[config.mk]
export PLATFORM = sky130hd
export DESIGN_NAME = pm_event_sci
export DESIGN_NICKNAME = d
export VERILOG_FILES = /design/src/rtl/pm_sci_pkg.sv /design/src/rtl/pm_win_decode.sv /design/src/rtl/pm_evt_regs.sv /design/src/rtl/pm_free_timer.sv /design/src/rtl/pm_event_sci.sv
export SDC_FILE = /design/constraint.sdc
export NUM_CORES = 1
export LEC_CHECK = 0
export ABC_AREA = 1
export BUFFER_PORTS_ARGS = -buffer_cell sky130_fd_sc_hd__buf_2
export CELL_PAD_IN_SITES_DETAIL_PLACEMENT = 1
export CELL_PAD_IN_SITES_GLOBAL_PLACEMENT = 2
export CORE_UTILIZATION = 33
export DETAILED_ROUTE_END_ITERATION = 6
export GPL_TIMING_DRIVEN = 0
export PLACE_DENSITY_LB_ADDON = 0.1
export SYNTH_ARGS = -nofsm -noshare
export SYNTH_HDL_FRONTEND = slang
export SYNTH_SLANG_ARGS = --single-unit
export TNS_END_PERCENT = 100
[constraint.sdc]
create_clock -name clk_i -period 4.1 [get_ports clk_i]
set_input_delay 0.82 -clock clk_i [delete_from_list [all_inputs] [get_ports clk_i]]
set_output_delay 0.82 -clock clk_i [all_outputs]
set_load 0.01 [all_outputs]
[src/rtl/pm_sci_pkg.sv]
package pm_sci_pkg;
  localparam int unsigned REG_W      = 16;
  localparam int unsigned BIT_TMR    = 0;
  localparam int unsigned BIT_GLBL   = 5;
  localparam int unsigned BIT_PWRBTN = 8;
  localparam int unsigned BIT_RTC    = 10;
  localparam logic [REG_W-1:0] STS_MASK = REG_W'((1 << BIT_TMR) | (1 << BIT_GLBL) |
                                                 (1 << BIT_PWRBTN) | (1 << BIT_RTC));
  typedef enum logic [2:0] {
    SEL_NONE, SEL_STS, SEL_EN, SEL_CTL, SEL_TLO, SEL_THI
  } reg_sel_e;
endpackage

[src/rtl/pm_win_decode.sv]
module pm_win_decode
  import pm_sci_pkg::*;
#(
  parameter int unsigned ADDR_W   = 16,
  parameter int unsigned CFG_W    = 32,
  parameter int unsigned WIN_BITS = 6
) (
  input  logic [CFG_W-1:0]  cfg_base_i,
  input  logic              win_en_i,
  input  logic [ADDR_W-1:0] addr_i,
  output logic              hit_o,
  output reg_sel_e          sel_o
);
  localparam int unsigned WORD_W = WIN_BITS - 1;

  logic [ADDR_W-WIN_BITS-1:0] base_page, addr_page;
  logic [WORD_W-1:0]          word;
  logic [CFG_W-ADDR_W:0]      unused_bits;

  assign base_page   = cfg_base_i[ADDR_W-1:WIN_BITS];
  assign addr_page   = addr_i[ADDR_W-1:WIN_BITS];
  assign word        = addr_i[WIN_BITS-1:1];
  assign unused_bits = {cfg_base_i[CFG_W-1:ADDR_W], addr_i[0]};
  assign hit_o       = win_en_i && (addr_page == base_page);

  always_comb begin
    sel_o = SEL_NONE;
    if (hit_o) begin
      case (word)
        WORD_W'(0): sel_o = SEL_STS;
        WORD_W'(1): sel_o = SEL_EN;
        WORD_W'(2): sel_o = SEL_CTL;
        WORD_W'(4): sel_o = SEL_TLO;
        WORD_W'(5): sel_o = SEL_THI;
        default:    sel_o = SEL_NONE;
      endcase
    end
  end
endmodule

[src/rtl/pm_evt_regs.sv]
module pm_evt_regs
  import pm_sci_pkg::*;
#(
  parameter logic [REG_W-1:0] IMPL_MASK = STS_MASK
) (
  input  logic             clk_i,
  input  logic             rst_ni,
  input  logic             we_i,
  input  reg_sel_e         sel_i,
  input  logic [REG_W-1:0] wdata_i,
  input  logic [REG_W-1:0] hw_set_i,
  output logic [REG_W-1:0] sts_o,
  output logic [REG_W-1:0] en_o,
  output logic [REG_W-1:0] ctl_o
);
  logic wr_sts, wr_en, wr_ctl;
  assign wr_sts = we_i && (sel_i == SEL_STS);
  assign wr_en  = we_i && (sel_i == SEL_EN);
  assign wr_ctl = we_i && (sel_i == SEL_CTL);

  for (genvar i = 0; i < REG_W; i++) begin : g_sts
    if (IMPL_MASK[i]) begin : g_impl
      logic bit_q;
      // hardware set has priority over write-one-to-clear
      always_ff @(posedge clk_i or negedge rst_ni) begin
        if (!rst_ni)              bit_q <= 1'b0;
        else if (hw_set_i[i])     bit_q <= 1'b1;
        else if (wr_sts && wdata_i[i]) bit_q <= 1'b0;
      end
      assign sts_o[i] = bit_q;
    end else begin : g_rsvd
      assign sts_o[i] = 1'b0;
    end
  end

  always_ff @(posedge clk_i or negedge rst_ni) begin
    if (!rst_ni) begin
      en_o  <= '0;
      ctl_o <= '0;
    end else begin
      if (wr_en)  en_o  <= wdata_i;
      if (wr_ctl) ctl_o <= wdata_i;
    end
  end

  AST_EVT_SETS: assert property (@(posedge clk_i) disable iff (!rst_ni)
    hw_set_i[BIT_RTC] |=> sts_o[BIT_RTC]);
  AST_W1C_CLEARS: assert property (@(posedge clk_i) disable iff (!rst_ni)
    (wr_sts && wdata_i[BIT_PWRBTN] && !hw_set_i[BIT_PWRBTN]) |=> !sts_o[BIT_PWRBTN]);
  AST_W0_KEEPS: assert property (@(posedge clk_i) disable iff (!rst_ni)
    (sts_o[BIT_GLBL] && !(wr_sts && wdata_i[BIT_GLBL])) |=> sts_o[BIT_GLBL]);
  AST_EN_HOLDS: assert property (@(posedge clk_i) disable iff (!rst_ni)
    !wr_en |=> $stable(en_o));
endmodule

[src/rtl/pm_free_timer.sv]
module pm_free_timer #(
  parameter int unsigned TMR_W = 24
) (
  input  logic             clk_i,
  input  logic             rst_ni,
  output logic [TMR_W-1:0] cnt_o,
  output logic             msb_flip_o
);
  // top bit changes at the next edge when all lower bits are ones
  assign msb_flip_o = &cnt_o[TMR_W-2:0];

  always_ff @(posedge clk_i or negedge rst_ni) begin
    if (!rst_ni) cnt_o <= '0;
    else         cnt_o <= cnt_o + 1'b1;
  end

  AST_TMR_STEP: assert property (@(posedge clk_i) disable iff (!rst_ni)
    1'b1 |=> (cnt_o == TMR_W'($past(cnt_o) + 1'b1)));
  AST_TMR_FLIP: assert property (@(posedge clk_i) disable iff (!rst_ni)
    msb_flip_o |=> (cnt_o[TMR_W-1] != $past(cnt_o[TMR_W-1])));
endmodule

[src/rtl/pm_event_sci.sv]
module pm_event_sci
  import pm_sci_pkg::*;
#(
  parameter int unsigned TMR_W = 24
) (
  input  logic        clk_i,
  input  logic        rst_ni,
  input  logic [31:0] cfg_base_i,
  input  logic        cfg_win_en_i,
  input  logic [15:0] io_addr_i,
  input  logic        io_rd_i,
  input  logic        io_wr_i,
  input  logic [15:0] io_wdata_i,
  output logic [15:0] io_rdata_o,
  output logic        io_hit_o,
  input  logic        evt_rtc_i,
  input  logic        evt_pwrbtn_i,
  input  logic        evt_glbl_i,
  output logic        sci_o,
  output logic        tmr_arm_o
);
  localparam int unsigned EXT_W = 32;

  reg_sel_e         sel;
  logic [REG_W-1:0] sts, en, ctl, hw_set;
  logic [TMR_W-1:0] tmr_cnt;
  logic             tmr_flip;
  logic [EXT_W-1:0] tmr_ext;
  logic             sci_q;

  pm_win_decode #(.ADDR_W(16), .CFG_W(32), .WIN_BITS(6)) u_dec (
    .cfg_base_i (cfg_base_i),
    .win_en_i   (cfg_win_en_i),
    .addr_i     (io_addr_i),
    .hit_o      (io_hit_o),
    .sel_o      (sel)
  );

  pm_free_timer #(.TMR_W(TMR_W)) u_tmr (
    .clk_i      (clk_i),
    .rst_ni     (rst_ni),
    .cnt_o      (tmr_cnt),
    .msb_flip_o (tmr_flip)
  );

  always_comb begin
    hw_set             = '0;
    hw_set[BIT_TMR]    = tmr_flip;
    hw_set[BIT_GLBL]   = evt_glbl_i;
    hw_set[BIT_PWRBTN] = evt_pwrbtn_i;
    hw_set[BIT_RTC]    = evt_rtc_i;
  end

  pm_evt_regs #(.IMPL_MASK(STS_MASK)) u_regs (
    .clk_i    (clk_i),
    .rst_ni   (rst_ni),
    .we_i     (io_wr_i),
    .sel_i    (sel),
    .wdata_i  (io_wdata_i),
    .hw_set_i (hw_set),
    .sts_o    (sts),
    .en_o     (en),
    .ctl_o    (ctl)
  );

  assign tmr_ext = EXT_W'(tmr_cnt);

  always_comb begin
    io_rdata_o = '0;
    if (io_rd_i) begin
      case (sel)
        SEL_STS: io_rdata_o = sts;
        SEL_EN:  io_rdata_o = en;
        SEL_CTL: io_rdata_o = ctl;
        SEL_TLO: io_rdata_o = tmr_ext[15:0];
        SEL_THI: io_rdata_o = tmr_ext[31:16];
        default: io_rdata_o = '0;
      endcase
    end
  end

  always_ff @(posedge clk_i or negedge rst_ni) begin
    if (!rst_ni) sci_q <= 1'b0;
    else         sci_q <= |(sts & en & STS_MASK);
  end

  assign sci_o     = sci_q;
  assign tmr_arm_o = en[BIT_TMR] & ~sts[BIT_TMR];

  AST_SCI_RISE: assert property (@(posedge clk_i) disable iff (!rst_ni)
    (|(sts & en & STS_MASK)) |=> sci_o);
  AST_SCI_LOW: assert property (@(posedge clk_i) disable iff (!rst_ni)
    !(|(sts & en & STS_MASK)) |=> !sci_o);
  AST_TMR_STS: assert property (@(posedge clk_i) disable iff (!rst_ni)
    tmr_flip |=> sts[BIT_TMR]);
  AST_RD_OUTSIDE: assert property (@(posedge clk_i) disable iff (!rst_ni)
    !io_hit_o |-> (io_rdata_o == '0));
  AST_ARM_PENDING: assert property (@(posedge clk_i) disable iff (!rst_ni)
    sts[BIT_TMR] |-> !tmr_arm_o);
endmodule

==> results of run 1 <==
-- Yosys cell counts --
cell type,number
nor2_1,36
buf_2,5
ha_1,1
dfrtp_1,61
nor3_2,1
and2_1,1
buf_1,1
nor2_2,4
o21ai_2,32
nor2_8,3
o21ai_4,1
inv_2,5
nor2_4,2
inv_1,68
nand2_4,3
nand3b_2,1
nand3_1,28
nand4_1,34
nand2_1,85
nand2_2,19
a21oi_4,1
nor4_1,3
o21ai_1,1
buf_6,6
o31ai_1,1
xor2_1,14
o21ai_0,4
nor3_4,2
nand3_2,2
xnor2_1,12
nor3_1,4
buf_4,3
-- cell families (layout without fill, tap and decap cells) --
| group | count (synthesis) | after routing | share of synthesized area [%] |
|---|---|---|---|
| DFF | 61 | 61 | 41.4 |
| AOI/OAI and AO/OA | 40 | 40 | 9.36 |
| and+or+nand+nor | 228 | 228 | 32.1 |
| buffers and inverters | 88 | 170 | 10.6 |
| adders and majority gates | 1 | 1 | 0.339 |
| xor gates and xnor gates | 26 | 26 | 6.17 |
-- layout make-up --
class | count | share of cell area (%)
Clock buffer | 13 | 3.41
Timing Repair Buffer | 67 | 7.74
Clock inverter | 2 | 0.229
Sequential cell | 61 | 35.0
Multi-Input combinational cell | 295 | 40.6
Buffer | 15 | 2.72
Inverter | 73 | 6.28
Tap cell | 140 | 4.01
-- registers in the layout, indices dropped and copies added (netlist names) --
name / cells
u_tmr.cnt_o: 24
u_regs.ctl_o: 16
u_regs.en_o: 16
u_regs.g_sts.g_impl.bit_q: 4
sci_o: 1
-- tightest hold or removal path: cells and delay by family (launching register included) --
family	cells	cell delay [ns]
AND/OR/NAND/NOR	1	0.06
AO/OA/AOI/OAI	1	0.05
flip-flops	1	0.34
-- per-layer routing --
layer  up-vias  share of wire [%]
met4         0                1.2
met5         -                  0
met2        57                 46
met3        11                3.4
met1      1544                 50
li1       1577                  -
-- how the worst max path moves through the flow --
stage,startpoint,end,slack (ns)
2_1_floorplan,cfg_base_i[8],io_rdata_o[10],1.26
3_3_place_gp,cfg_base_i[8],io_rdata_o[0],0.57
3_5_place_dp,cfg_base_i[12],io_rdata_o[5],0.56
4_1_cts,cfg_base_i[12],io_rdata_o[5],0.55
5_1_grt,cfg_base_i[12],io_rdata_o[0],0.45
6_report,cfg_base_i[12],io_rdata_o[8],0.64
-- metrics by stage --
stage               total power [µW]  hold WS (ns)  cell area [µm²]  cells
global placement                 697         0.465             4200    651
floorplan                        651         0.446             3690    444
detailed placement               699         0.474             4200    651
CTS                             1160         0.490             4360    666
global route                    1200         0.506             4360    666
finish                          1150         0.485             4360    666
-- report_power, final --
| group | switching (µW) | internal [µW] | leakage, µW |
|---|---|---|---|
| sequential | 0.226 | 602 | 0.000817 |
| clock | 228 | 231 | 0.0000833 |
| combinational | 54.8 | 29.2 | 0.00140 |
| total | 283 | 862 | 0.00230 |
==> impl_results.md, run 1 <==
* Met2 Use GR at 31.0%
* Die Wd at 108 µm
* Leading cell type in the layout, fill and taps excluded: nand2_1
* RSZ-0062 raised after global routing: no
* CP max stage delay at 0.38 ns
* CP required at 3.28 ns
* Synthesized instance count at 444
* Final design utilization at 40.1%
* GRT Overall Usage at 19.7%
* Bufs on Longest Clock Path at 2
* Crit path max-delay family: simple AND/OR/NAND/NOR gates
* Dpl hpwl at 7900 µm
* Max-Cap Viols at 0
* TritonCTS clock tree: done
* Final layout net count at 595
* Reg clk slew, reported paths at 0.06 ns
* Largest area contributor in the netlist: dfrtp_1
* Leak at 0.00230 µW
* Routed Antenna Nets at 0
* Initial antenna violation count at 0
* Critical path buffer and inverter count at 3
* Row count at 38
* Cell variety after synth at 32
* Worst min-delay path class: reg -> reg
* Post_cts resized at 0
* Least-Margin Pin Slew at 0.842 ns
* Die area at 11,600 µm²
* Hold-fix buffer count after cts at 0
* IO buf count at 67
* Reg2Reg Depth at 11
* Synth top area share at 41.4%
* Synth area leaders: dfrtp_1, nand2_1, o21ai_2
* Clk sink count at 61
* Seq/Total Area, Yosys at 41.4%
* CP endpoint kind: primary output
* Register Area at 1530 µm²
* Antenna Cells at 0
* Met3 usage at 3.87%
* Total gr overflow at 0
* Avg Synthesized Cell Area at 8.31 µm²
* CP arrival at 2.64 ns
* Reg-to-Reg End: u_tmr.cnt_o[20]
* Final Hold Fails at 0
* Layout cells sized above 1 at 32.1%
* Drt pass-1 iters at 4
* CTS H-tree depth at 3
* Hold path endpoint: u_regs.en_o[15]
* Floorplan die height at 108 µm
* Synthesized flop and latch total at 61
* Tcrit/Tclk final at 84.3%
* Crit path time final at 3.46 ns
* Pwr per Cell Area at 263 nW/µm²
* Startpoint types: input pin
* 1st-iter DRT viols at 120
* Clk Latency, worst-skew pair at 0.35 ns
* I/O Pins at 91
* Syn. warnings at 0
* CORE AREA at 10,900 µm²
* Drt total wl at 10,400 µm
* CP max stage cell: nor2_2
* Largest net degree at the start of global routing at 62
* P&R area growth vs syn at 18.2%
* Mapped Area at 3690 µm²
* RD Place Congestion at 0.848
* TNS Setup at 0 ns
* WP depth at 9
* Post-CTS setup buffers at 0
* First-pass GRT wire length at 17,100 µm
* FF-to-FF Start: u_tmr.cnt_o[0]
* CP Class: in -> out
* Clock skew at 0.0108 ns
* Synthesized net count at 517
* Critical path fanouts, max at 10
* Gr busiest metal: met2
* M1 GR Usage at 27.4%
* Setup violations, final at 0
* Final Max Tran Viols at 0
* Post-route worst setup slack at 0.644 ns
* Most frequent cells in the layout: nand2_1, buf_2, inv_1
* Fillers at 1,367
* Cell Chain, Critical Path: buf_2, xnor2_1, nand3_1, nor2_8, o31ai_1, nor2_2, inv_2, nor2_1, buf_2
* Multi-input logic area at 1770 µm²
* Max VDD drop at 0.125 mV
* CP most frequent cell: buf_2
* Vias in the first global route at 3,280
* Wirelength per Cell at 15.7 µm
* Hold path cells at 2
* Initial Util at 33.9%
* Total CTS buffers at 9
* DRC Markers at 0
* Status: completed
* R2R Setup Slk at 2.19 ns
* Hold Startpoint: u_regs.en_o[15]
* Highest clock rate at 0.289 GHz
* Root Driver: clkbuf_8
* Via/cell ratio at 4.79
* DR vias at 3,189
* Slew headroom at 43.9%
* Setup WS pre-CTS at 0.559 ns
(Power assumes the default switching activity.)
==> run 2: changes to the inputs <==
--- a/config.mk
+++ b/config.mk
@@ -5,11 +5,11 @@
 export SDC_FILE = /design/constraint.sdc
 export NUM_CORES = 1
 export LEC_CHECK = 0
-export ABC_AREA = 1
+export ABC_AREA = 0
 export BUFFER_PORTS_ARGS = -buffer_cell sky130_fd_sc_hd__buf_2
 export CELL_PAD_IN_SITES_DETAIL_PLACEMENT = 1
 export CELL_PAD_IN_SITES_GLOBAL_PLACEMENT = 2
-export CORE_UTILIZATION = 33
+export CORE_UTILIZATION = 30
 export DETAILED_ROUTE_END_ITERATION = 6
 export GPL_TIMING_DRIVEN = 0
 export PLACE_DENSITY_LB_ADDON = 0.1
==> constraint.sdc (replaced) <==
create_clock -name clk_i -period 2.9 [get_ports clk_i]
set_input_delay 0.58 -clock clk_i [delete_from_list [all_inputs] [get_ports clk_i]]
set_output_delay 0.58 -clock clk_i [all_outputs]
set_load 0.01 [all_outputs]
==> run 2 against run 1 <==
  * Combinational power is 81% higher
  * First-iteration DRC count is 33% lower
  * Core utilization is 0.87 points lower
  * Routed wire length is 7.3% lower
  * Register-to-register slack worse by 1.3 ns
  * Cell count is 22% lower
  * Sequential share of layout area is 0.94 points higher
  * Critical endpoint is now io_rdata_o[13]
  * Highest routed layer unchanged
==> impl_results.md, run 2 <==
* Status: completed
* Total CTS buffers at 9 (unchanged)
* First-pass GRT wire length at 15,600 µm (-8.8%)
* Floorplan die height at 107 µm (-0.26%)
* Largest net degree at the start of global routing at 62 (unchanged)
* Reg power frac at 49.9% (-2.7 points)
* Top reg by flops: u_tmr.cnt_o
* Row count at 38 (unchanged)
* Crit path time final at 2.81 ns
* Post-route insts no fill at 517 (-22%)
* R2R Setup Slk at 0.92 ns (-1.27 ns)
* Hold-fix buffer count after cts at 0 (unchanged)
* Largest area contributor in the netlist: dfrtp_1
* I/O Pins at 91 (unchanged)
* Routed Antenna Nets at 0 (unchanged)
* Synthesized flop and latch total at 61 (unchanged)
* Initial antenna violation count at 0 (unchanged)
* CTS H-tree depth at 3 (unchanged)
* Avg Synthesized Cell Area at 11.7 µm² (+40%)
* 1st-iter DRT viols at 80 (-33%)
* FF-to-FF Start: u_tmr.cnt_o[0]
* Leading cell type in the layout, fill and taps excluded: buf_2
* Most common cell in the synthesized netlist: dfrtp_1
* Cell variety after synth at 42 (+31%)
* GRT Overall Usage at 18.2% (-1.6 points)
* Most frequent cells in the layout: buf_2, dfrtp_1, mux2_2
* Wirelength per Cell at 18.7 µm (+19%)
* CP endpoint kind: primary output
* Die area at 11,600 µm² (-0.51%)
* Post-synth top cells: dfrtp_1, mux2_2, xnor2_1, mux2_4, nor2_1
* Final Max Tran Viols at 0 (unchanged)
* Critical path fanouts, max at 10 (unchanged)
* Final Hold Fails at 0 (unchanged)
* Reg-to-Reg End: u_tmr.cnt_o[18]
* Synth area leaders: dfrtp_1, mux2_4, mux2_2
* Highest clock rate at 0.356 GHz
* Synthesized instance count at 286 (-36%)
* DR vias at 2,531 (-21%)
* Main flop type after synthesis: dfrtp_1
* Pwr per Cell Area at 401 nW/µm² (+53%)
* Setup violations, final at 0 (unchanged)
* Slew headroom at 45.3% (+1.4 points)
* Tcrit/Tclk final at 96.9%
* Max VDD drop at 0.152 mV (+22%)
* Switching portion of total power at 25.9% (+1.2 points)
* Root Driver: clkbuf_8
* RD Place Congestion at 0.731 (-14%)
* Number of synthesized flops with an enable pin at 0 (unchanged)
* IO buf count at 64 (-4.5%)
* CP required at 2.32 ns (-0.96 ns)
* Reg clk slew, reported paths at 0.08 ns (+0.02 ns)
* Fillers at 1,235 (-9.7%)
* CP Class: in -> out
* Leak at 0.00206 µW (-10%)
* TritonCTS clock tree: done
* TNS Setup at 0 ns (unchanged)
* Max-Cap Viols at 0 (unchanged)
* Seq/Total Area, Yosys at 45.7% (+4.4 points)
* Bufs on Longest Clock Path at 2 (unchanged)
* Die Wd at 107 µm (-0.26%)
* CORE AREA at 10,800 µm² (-0.44%)
* Regs by FF count: u_tmr.cnt_o: 24 flops, u_regs.ctl_o: 16 flops, u_regs.en_o: 16 flops
* Int Power at 1260 µW (+46%)
* Layout cells sized above 1 at 44.3% (+12 points)
* DRC Markers at 0 (unchanged)
* Clk sink count at 61 (unchanged)
* Synth top area share at 45.7% (+4.4 points)
* Drt pass-1 iters at 5 (+1)
* Clk Latency, worst-skew pair at 0.35 ns (about the same)
* Placed insts at 490 (-25%)
* Antenna Cells at 0 (unchanged)
* Synthesized net count at 359 (-31%)
* Mapped Area at 3340 µm² (-9.6%)
* Number of flip-flops in the largest register at 24 (unchanged)
* CP arrival at 2.23 ns (-0.41 ns)
* Via/cell ratio at 4.90 (+2.2%)
* Final Power at 1710 µW (+49%)
* Reg2Reg Depth at 6 (-5)
* Gate power share at 8.9% (+1.6 points)
* Syn. warnings at 0 (unchanged)
* P&R area growth vs syn at 27.3%
* Total gr overflow at 0 (unchanged)
* Dpl hpwl at 6970 µm (-12%)
* Final layout net count at 447 (-25%)
* Worst min-delay path class: in -> async
* Initial Util at 30.8% (-3.1 points)
* FFs w/ async S/R, synth at 100% (unchanged)
* Drt total wl at 9680 µm (-7.3%)
* Startpoint types: input pin
* Least-Margin Pin Slew at 0.820 ns (-0.0214 ns)
* Total net switching power at 442 µW (+56%)
* RSZ-0062 raised after global routing: no
* Vias in the first global route at 2,740 (-16%)
* Clock share of power at 41.2% (+1.1 points)
* Clock skew at 0.0127 ns (+0.00185 ns)
[run 2: logic make-up (layout without fill, tap and decap cells)]
group                      after synthesis  count (layout)  synth area share [%]
AOI/OAI and AO/OA                       30              30                  6.97
xor gates and xnor gates                33              33                  8.66
adders and majority gates                1               1                 0.375
buffers and inverters                   20             111                  2.96
DFF                                     61              61                  45.7
muxes                                   51              51                  19.2
and+or+nand+nor                         90              90                  16.2
[run 2: through the flow]
stage / area, µm² / setup slack, ns / hold slack [ns] / util (%)
after CTS: 4180 / 0.0120 / 0.359 / 38.6
final: 4250 / 0.0900 / 0.315 / 39.2
after global routing: 4250 / 0.00496 / 0.373 / 39.2
after global placement: 3830 / -0.514 / 0.461 / 35.4
after detailed placement: 3840 / -0.548 / 0.473 / 35.4
after floorplan: 3340 / 0.171 / 0.284 / -
[run 2: what timing repair did]
item / CTS / global route
gates resized for setup: 15 / 10
endpoints found under the setup margin: 16 / 11
setup buffers: 12 / 4
pin swaps: 8 / 3
[run 2: cell type report]
cell class                 count  area (µm²)  area share, %
clock inverter                 3        22.5          0.530
inverter                       6        22.5          0.530
buffer                        11        87.6           2.06
sequential                    61        1530           35.9
timing repair buffer          80         455           10.7
tap                          140         175           4.12
clock buffer                  11         151           3.56
multi-input combinational    205        1810           42.5
[run 2: worst max path at each step]
stage | from | end | slack [ns]
2_1_floorplan | io_addr_i[2] | io_rdata_o[10] | 0.17
3_3_place_gp | cfg_base_i[15] | io_rdata_o[14] | -0.51
3_5_place_dp | io_addr_i[2] | io_rdata_o[15] | -0.55
4_1_cts | io_addr_i[4] | io_rdata_o[4] | 0.01
5_1_grt | cfg_base_i[11] | io_rdata_o[12] | 0.005
6_report | io_addr_i[1] | io_rdata_o[13] | 0.09
[run 2: worst max-delay path, stage by stage]
cell      delay [ns]
buf_2           0.17
xnor2_1         0.15
or4_1           0.45
nor4_4          0.19
clkbuf_4        0.27
o21ai_0         0.10
a21oi_1         0.16
buf_2           0.15
[run 2: routing by layer]
metal	share of wire, %	up-vias	GRT usage [%]	wire length, µm
li1	-	1206	-	-
met3	2.7	10	3.15	257
met1	49	1283	24.7	4720
met5	0	-	0	0
met4	1.3	0	5.87	123
met2	47	32	29.1	4580
[run 2: power by group through the flow]
stage / logic, µW / clock network (µW) / registers, µW
4_1_cts: 145 / 724 / 850
5_1_grt: 166 / 764 / 850
2_1_floorplan: 53.9 / 0 / 867
6_report: 152 / 703 / 851
3_3_place_gp: 124 / 0 / 867
3_5_place_dp: 126 / 0 / 867
